File: src/rtl/brx_pkg.sv
package brx_pkg;
    typedef enum logic [1:0] {
        KIND_IMM  = 2'b00,
        KIND_DISP = 2'b01,
        KIND_REG  = 2'b10,
        KIND_NONE = 2'b11
    } brx_kind_e;

    // option field bit positions
    localparam int OPT_W         = 5;
    localparam int OPT_CNT_WANT0 = 1;
    localparam int OPT_CNT_SKIP  = 2;
    localparam int OPT_CND_WANT  = 3;
    localparam int OPT_CND_SKIP  = 4;
endpackage

File: src/rtl/brx_offset_ext.sv
module brx_offset_ext #(
    parameter int FIELD_W = 24,
    parameter int XLEN    = 32
) (
    input  logic [FIELD_W-1:0] field,
    output logic [XLEN-1:0]    offset
);
    localparam int SH_W = FIELD_W + 2;
    logic [SH_W-1:0] scaled;

    assign scaled = {field, 2'b00};

    generate
        if (XLEN > SH_W) begin : g_extend
            assign offset = {{(XLEN-SH_W){scaled[SH_W-1]}}, scaled};
        end else begin : g_trunc
            assign offset = scaled[XLEN-1:0];
        end
    endgenerate
endmodule

File: src/rtl/brx_count_test.sv
module brx_count_test #(
    parameter int XLEN = 32
) (
    input  logic [XLEN-1:0] cnt_in,
    input  logic            skip,
    input  logic            want_zero,
    output logic            pass,
    output logic [XLEN-1:0] cnt_next,
    output logic            dec_en
);
    logic [XLEN-1:0] dec_val;

    always_comb begin
        dec_val = cnt_in - XLEN'(1);
        if (skip) begin
            pass     = 1'b1;
            cnt_next = cnt_in;
            dec_en   = 1'b0;
        end else begin
            pass     = (dec_val == '0) == want_zero;
            cnt_next = dec_val;
            dec_en   = 1'b1;
        end
    end
endmodule

File: src/rtl/brx_cond_test.sv
module brx_cond_test #(
    parameter int XLEN = 32
) (
    input  logic [XLEN-1:0]         cond_reg,
    input  logic [$clog2(XLEN)-1:0] bit_sel,
    input  logic                    ignore,
    input  logic                    want,
    output logic                    pass
);
    localparam int SEL_W = $clog2(XLEN);
    logic [SEL_W-1:0] pos;

    always_comb begin
        pos  = SEL_W'(XLEN - 1) - bit_sel;
        pass = ignore ? 1'b1 : (cond_reg[pos] == want);
    end
endmodule

File: src/rtl/brx_branch_resolve.sv
module brx_branch_resolve #(
    parameter int XLEN   = 32,
    parameter int IMM_W  = 24,
    parameter int DISP_W = 14,
    parameter int SEL_W  = $clog2(XLEN)
) (
    input  logic [1:0]        br_kind,
    input  logic              abs_mode,
    input  logic [4:0]        opt,
    input  logic [SEL_W-1:0]  bit_sel,
    input  logic [IMM_W-1:0]  imm_field,
    input  logic [DISP_W-1:0] disp_field,
    input  logic [XLEN-1:0]   pc,
    input  logic [XLEN-1:0]   cond_reg,
    input  logic [XLEN-1:0]   cnt_in,
    input  logic [XLEN-1:0]   reg_target,
    output logic              taken,
    output logic [XLEN-1:0]   target,
    output logic [XLEN-1:0]   next_pc,
    output logic [XLEN-1:0]   cnt_out,
    output logic              cnt_we
);
    import brx_pkg::*;

    brx_kind_e       kind;
    logic [XLEN-1:0] imm_off, disp_off, sel_off, fall_pc;
    logic            cnt_pass, cnd_pass, dec_en;
    logic [XLEN-1:0] cnt_next;

    assign kind    = brx_kind_e'(br_kind);
    assign fall_pc = pc + XLEN'(4);

    brx_offset_ext #(.FIELD_W(IMM_W), .XLEN(XLEN)) u_imm_ext (
        .field(imm_field), .offset(imm_off)
    );

    brx_offset_ext #(.FIELD_W(DISP_W), .XLEN(XLEN)) u_disp_ext (
        .field(disp_field), .offset(disp_off)
    );

    brx_count_test #(.XLEN(XLEN)) u_cnt (
        .cnt_in   (cnt_in),
        .skip     (opt[OPT_CNT_SKIP]),
        .want_zero(opt[OPT_CNT_WANT0]),
        .pass     (cnt_pass),
        .cnt_next (cnt_next),
        .dec_en   (dec_en)
    );

    brx_cond_test #(.XLEN(XLEN)) u_cnd (
        .cond_reg(cond_reg),
        .bit_sel (bit_sel),
        .ignore  (opt[OPT_CND_SKIP]),
        .want    (opt[OPT_CND_WANT]),
        .pass    (cnd_pass)
    );

    always_comb begin
        sel_off = (kind == KIND_IMM) ? imm_off : disp_off;
        taken   = 1'b0;
        target  = fall_pc;
        cnt_out = cnt_in;
        cnt_we  = 1'b0;
        unique case (kind)
            KIND_IMM: begin
                taken  = 1'b1;
                target = abs_mode ? sel_off : pc + sel_off;
            end
            KIND_DISP: begin
                taken   = cnt_pass && cnd_pass;
                target  = abs_mode ? sel_off : pc + sel_off;
                cnt_out = cnt_next;
                cnt_we  = dec_en;
            end
            KIND_REG: begin
                taken   = cnt_pass && cnd_pass;
                target  = reg_target;
                cnt_out = cnt_next;
                cnt_we  = dec_en;
            end
            KIND_NONE: begin
                taken = 1'b0;
            end
        endcase
        next_pc = taken ? target : fall_pc;
    end
endmodule

File: config.mk
export PLATFORM = sky130hd
export DESIGN_NAME = brx_branch_resolve
export DESIGN_NICKNAME = d
export VERILOG_FILES = /design/src/rtl/brx_pkg.sv /design/src/rtl/brx_offset_ext.sv /design/src/rtl/brx_count_test.sv /design/src/rtl/brx_cond_test.sv /design/src/rtl/brx_branch_resolve.sv
export SDC_FILE = /design/constraint.sdc
export NUM_CORES = 1
export LEC_CHECK = 0
export BUFFER_PORTS_ARGS = -buffer_cell sky130_fd_sc_hd__buf_4
export CORE_UTILIZATION = 30
export DETAILED_ROUTE_END_ITERATION = 10
export SLEW_MARGIN = 15
export SYNTH_ARGS = -nofsm -noshare
export SYNTH_HDL_FRONTEND = slang
export SYNTH_HIERARCHICAL = 1
export SYNTH_SLANG_ARGS = --single-unit
File: constraint.sdc
create_clock -name vclk -period 8.8
set_clock_uncertainty 0.1 [all_clocks]
set_input_delay 0 -clock vclk [all_inputs]
set_output_delay 0 -clock vclk [all_outputs]
set_load 0.1 [all_outputs]
# [After elaboration in Yosys (flattened, before gate mapping)]
# Cells that the tools add are included.
[totals] wordCells=28 reg_bits=0 inputBits=179
[classes] magnitude_cmp=1 addsub=4 n_eq_ne=5 mux=13 reduce_logical=5
[ops] op="$mux W32" count=5
[ops] op="$pmux W32 S2" count=1
[ops] op="$add A32 B3 Y32 const B" count=1
[ops] op="$add A32 B32 Y32" count=1
[ops] op="$logic_not A32 Y1" count=1
[ops] op="$sub A32 B1 Y32 const B" count=1
[ops] op="$lt A5 B6 Y1 const B" count=1
[ops] op="$bmux W1 S5" count=1
[ops] op="$mux W1" count=5
[ops] op="$sub A5 B5 Y5 const A" count=1
[ops] op="$eq A2 B2 Y1 const B" count=2
[ops] op="$reduce_or A2 Y1" count=2
[ops] op="$pmux W1 S3" count=1
[ops] op="$eq A1 B1 Y1" count=2
[ops] op="$eq A2 B1 Y1 const B" count=1
[ops] op="$logic_not A2 Y1" count=1
[ops] op="$logic_and A1 B1 Y1" count=1

# [Depth between registers and ports, before layout]
[logic_depth] word_depth=8 ltp_mapped=17 mapped_depth_nobuf=15

# [By module]
# The synthesis kept the hierarchy.
[modules_own_cells] mod="brx_branch_resolve" area_per_inst_um2=4644.5 seq_area_each_um2=0.0 n_inst=1 cells_per_inst=661
[modules_own_cells] mod="brx_count_test" area_per_inst_um2=970.9 seq_area_each_um2=0.0 n_inst=1 cells_per_inst=138
[modules_own_cells] mod="brx_offset_ext" area_per_inst_um2=244.0 seq_area_each_um2=0.0 n_inst=2 cells_per_inst=33
[modules_own_cells] mod="brx_cond_test" area_per_inst_um2=347.8 seq_area_each_um2=0.0 n_inst=1 cells_per_inst=44

# [Worst setup path after synthesis]
# Ideal clock, no wire load.
[synth_path] path_kind="input to output" start="input port br_kind[0]" end="output port next_pc[31]" cell_stages=17 path_slack_ns=3.633 n_path_buf=4 t_arrival_ns=5.067 path_cell_list="inv_1 -> ha_1 -> buf_2 -> buf_1 -> buf_2 -> mux2_2 -> ha_1 -> buf_2 -> a21o_1 -> a21o_1 -> a21oi_1 -> o21ai_0 -> a41oi_1 -> o21ai_0 -> o211ai_1 -> o31ai_1 -> o21ai_0"
[synth_between] elab_chain_cells=6
[synth_rtl] element="from (decl)" line="brx_branch_resolve.sv:7" source="input logic [1:0] br_kind,"
[synth_rtl] element="$logic_not A2 Y1" line="brx_branch_resolve.sv:59, brx_branch_resolve.sv:64"
[synth_rtl] element="$mux W32" line="brx_branch_resolve.sv:59" source="sel_off = (kind == KIND_IMM) ? imm_off : disp_off;"
[synth_rtl] element="$add A32 B32 Y32" line="brx_branch_resolve.sv:67, brx_branch_resolve.sv:71"
[synth_rtl] element="$mux W32" line="brx_branch_resolve.sv:67, brx_branch_resolve.sv:71"
[synth_rtl] element="$pmux W32 S2" line="brx_branch_resolve.sv:64" source="unique case (kind)"
[synth_rtl] element="$mux W32 (*)" line="brx_branch_resolve.sv:85" source="next_pc = taken ? target : fall_pc;"
[synth_rtl] element="to (decl)" line="brx_branch_resolve.sv:19" source="output logic [XLEN-1:0] next_pc,"
# Every way passes the cells marked *; elsewhere a longest branch is shown, timed or not.

# [Final worst setup path]
[layout_path] start="input port cnt_in[0]" end="output port next_pc[31]"
[layout_between] elab_chain_cells=7
[layout_rtl] element="from (decl)" line="brx_branch_resolve.sv:15" source="input logic [XLEN-1:0] cnt_in,"
[layout_rtl] element="$sub A32 B1 Y32" line="brx_count_test.sv:14" source="dec_val = cnt_in - XLEN'(1);"
[layout_rtl] element="$logic_not A32 Y1" line="brx_count_test.sv:20" source="pass = (dec_val == '0) == want_zero;"
[layout_rtl] element="$eq A1 B1 Y1" line="brx_count_test.sv:20"
[layout_rtl] element="$mux W1" line="brx_count_test.sv:15" source="if (skip) begin"
[layout_rtl] element="via cnt_pass" line="brx_branch_resolve.sv:27" source="logic cnt_pass, cnd_pass, dec_en;"
[layout_rtl] element="$logic_and A1 B1 Y1" line="brx_branch_resolve.sv:70, brx_branch_resolve.sv:76"
[layout_rtl] element="$pmux W1 S3" line="brx_branch_resolve.sv:64"
[layout_rtl] element="$mux W32" line="brx_branch_resolve.sv:85"
# The timed path passes the listed nets, and every way through them passes these cells.

==> metrics.txt <==
initial antenna violation count 0; DR DRC count 0; Initial DRC Count 290; layout cell share with drive strength beyond 1 0.352; Final nets 1,308; Hold Crit Depth 3; Core ar. 21,000 um2; input/output buffers 276; post-synthesis sequential area ratio 0; final period utilization 0.501; Tightest Pin Transition 1.02 ns; Seq Cell Count 0; Mapped Cells 909; Clock buffer cells 0; post-layout util 0.388; Synth Area per Inst 7.10 um2; largest net degree at the start of global routing 56; Tmin final 4.40 ns; post-CTS setup buffer count 0; first-pass GRT wire length 35.9 mm; Ports 277; unrepaired setup endpoints after global routing no; Buf+Inv Stages, Crit Path 4; die area 22,100 um2; Worst path top cell family by delay simple AND/OR/NAND/NOR gates; critical hold path startpoint pc[2]; final-report max-slew violation count 0; vias per inst 5.29; Routed WL 23.3 mm; Wirelength per Cell 17.1 um; synth unique cells 84; Max-Cap Viols 0; Crit path required time 8.70 ns; hold crit path type in2out; final hold vios 0; routed vias 7,184; GRT overflow 0; crit-path max cell delay 0.68 ns; Yosys Warn Count 6; hold_buf cts 0; post_cts resized 0; Max Clock Freq 0.227 GHz; critical path, cell by cell buf_4 > or3_1 > xnor2_1 > nor4_2 > nand4_1 > nor4_2 > mux2i_1 > a31oi_1 > clkinv_1 > buf_4 > nand2_1 > or3_1 > o21ai_0 > buf_4; Die H 149 um; hpwl dp 19.1 mm; fin cells 1,357; Crit path arrival time 4.30 ns; Hold Path End target[2]; Worst setup EP type output pin; crit start category input pin; synthesized area 6450 um2; GR Util All Layers 0.200; Setup-failing EPs final 0; setup TNS 0 ns; critical path class in2out; Critical-path top delay cell nand2_1; # placed instances 1,356; Worst slew margin 0.320; die extent in x 149 um; status finished, final reports clean; vias in the first global route 6,720; row count 53; initial core utilization 0.307; Detailed Routing Iterations Pass 1 6; Storage cell area 0 um2; Final GP Congestion 0.872; Top cell by count, worst path buf_4; Final ANT Viol Nets 0; crit-path max FO 26; Area growth syn-to-layout 26.5%
-- worst max-delay path by stage --
| stage | startpoint | endpoint | slack [ns] | cells after the start |
|---|---|---|---|---|
| 2_1_floorplan | br_kind[0] | next_pc[31] | 3.63 | 17 |
| 3_3_place_gp | cnt_in[1] | next_pc[31] | 4.39 | 14 |
| 3_5_place_dp | cnt_in[0] | next_pc[31] | 4.40 | 14 |
| 4_1_cts | cnt_in[0] | next_pc[31] | 4.40 | 14 |
| 5_1_grt | cnt_in[0] | next_pc[31] | 4.18 | 14 |
| 6_report | cnt_in[0] | next_pc[31] | 4.40 | 14 |
-- Yosys cell counts, drive strengths merged (2+ instances only) --
cell | count | area (um2)
a2bb2oi | 3 | 26.3
clkbuf | 25 | 104
o21a | 5 | 37.5
nand2b | 7 | 43.8
nor2 | 67 | 251
a21oi | 75 | 387
o31ai | 2 | 15.0
nand2 | 89 | 334
a211oi | 8 | 65.1
nor4b | 2 | 17.5
nor4 | 17 | 164
xnor2 | 39 | 342
o21bai | 2 | 15.0
o221ai | 2 | 17.5
or3 | 9 | 56.3
a22oi | 21 | 158
o211ai | 4 | 30.0
mux2i | 24 | 240
a221o | 4 | 41.3
o21ai | 44 | 224
mux2 | 67 | 754
and3 | 17 | 108
buf | 87 | 663
o311ai | 3 | 33.8
nand3b | 2 | 27.5
a2111oi | 4 | 35.0
nor3 | 24 | 130
a31oi | 9 | 56.3
nand4 | 14 | 103
a221oi | 12 | 135
a22o | 2 | 17.5
xor2 | 46 | 403
o311a | 2 | 20.0
and2 | 6 | 37.5
ha | 45 | 563
inv | 22 | 82.6
nand3 | 30 | 168
a21boi | 3 | 22.5
o2111ai | 4 | 47.6
and4 | 2 | 18.8
nor2b | 11 | 68.8
o2bb2ai | 2 | 17.5
or2 | 3 | 18.8
a21o | 26 | 203
conb | 2 | 7.51
-- placed cells by master, fill, tap and decap left out, types with 3 or more instances in the layout --
cell,instances
nor4_1,12
nor2_1,67
nor2b_1,11
a211oi_1,7
and2_1,6
buf_4,282
or3_1,9
xnor2_1,39
a221oi_1,9
and3_1,16
o21ai_1,5
a21o_1,25
mux2_2,67
a21boi_0,3
nand2_1,89
a2bb2oi_1,3
nand2b_1,7
xor2_1,46
or2_2,3
nand4_1,13
nor3_1,22
o211ai_1,4
mux2i_1,24
a221o_1,3
nor4_4,3
o21a_1,5
ha_1,44
a21oi_1,72
a31oi_1,9
a2111oi_0,4
a21oi_2,3
inv_1,22
a22oi_1,21
nand3_1,28
conb_1,4
o21ai_0,38
-- layout make-up --
type               instances  area (um2)
inverters                 23        86.3
repair buffers           282        2120
well taps                275         344
multi-input cells        776        5610
diodes                     1        2.50
fillers                 2281       12900
-- tightest hold or removal path, cell delays in order --
cell and delay (ns):
buf_4 0.14, a21oi_1 0.09, buf_4 0.24
-- through the flow --
| stage | worst slack, ns | hold WS, ns | instance area, um2 |
|---|---|---|---|
| finish | 4.40 | 0.368 | 8160 |
| global route | 4.18 | 0.390 | 8160 |
| CTS | 4.40 | 0.363 | 8160 |
| detailed placement | 4.40 | 0.363 | 8160 |
| global placement | 4.39 | 0.367 | 8160 |
| floorplan | 3.63 | 0.332 | 6460 |
-- per-layer routing --
metal / routed length [um] / vias up / GRT usage
met5: 0 / - / 0
met4: 219 / 0 / 0.0201
met3: 1290 / 14 / 0.0227
met2: 10600 / 222 / 0.332
met1: 11200 / 3323 / 0.284
li1: - / 3625 / -
-- cells by family (layout without fill, tap and decap cells) --
family,count (synthesis),in the layout,synth area share
and+or+nand+nor,304,304,0.245
AOI/OAI and AO/OA,246,246,0.261
buffers and inverters,135,305,0.132
muxes,91,91,0.154
xor gates and xnor gates,85,85,0.115
adders and majority gates,46,46,0.0904
other,2,5,0.00116
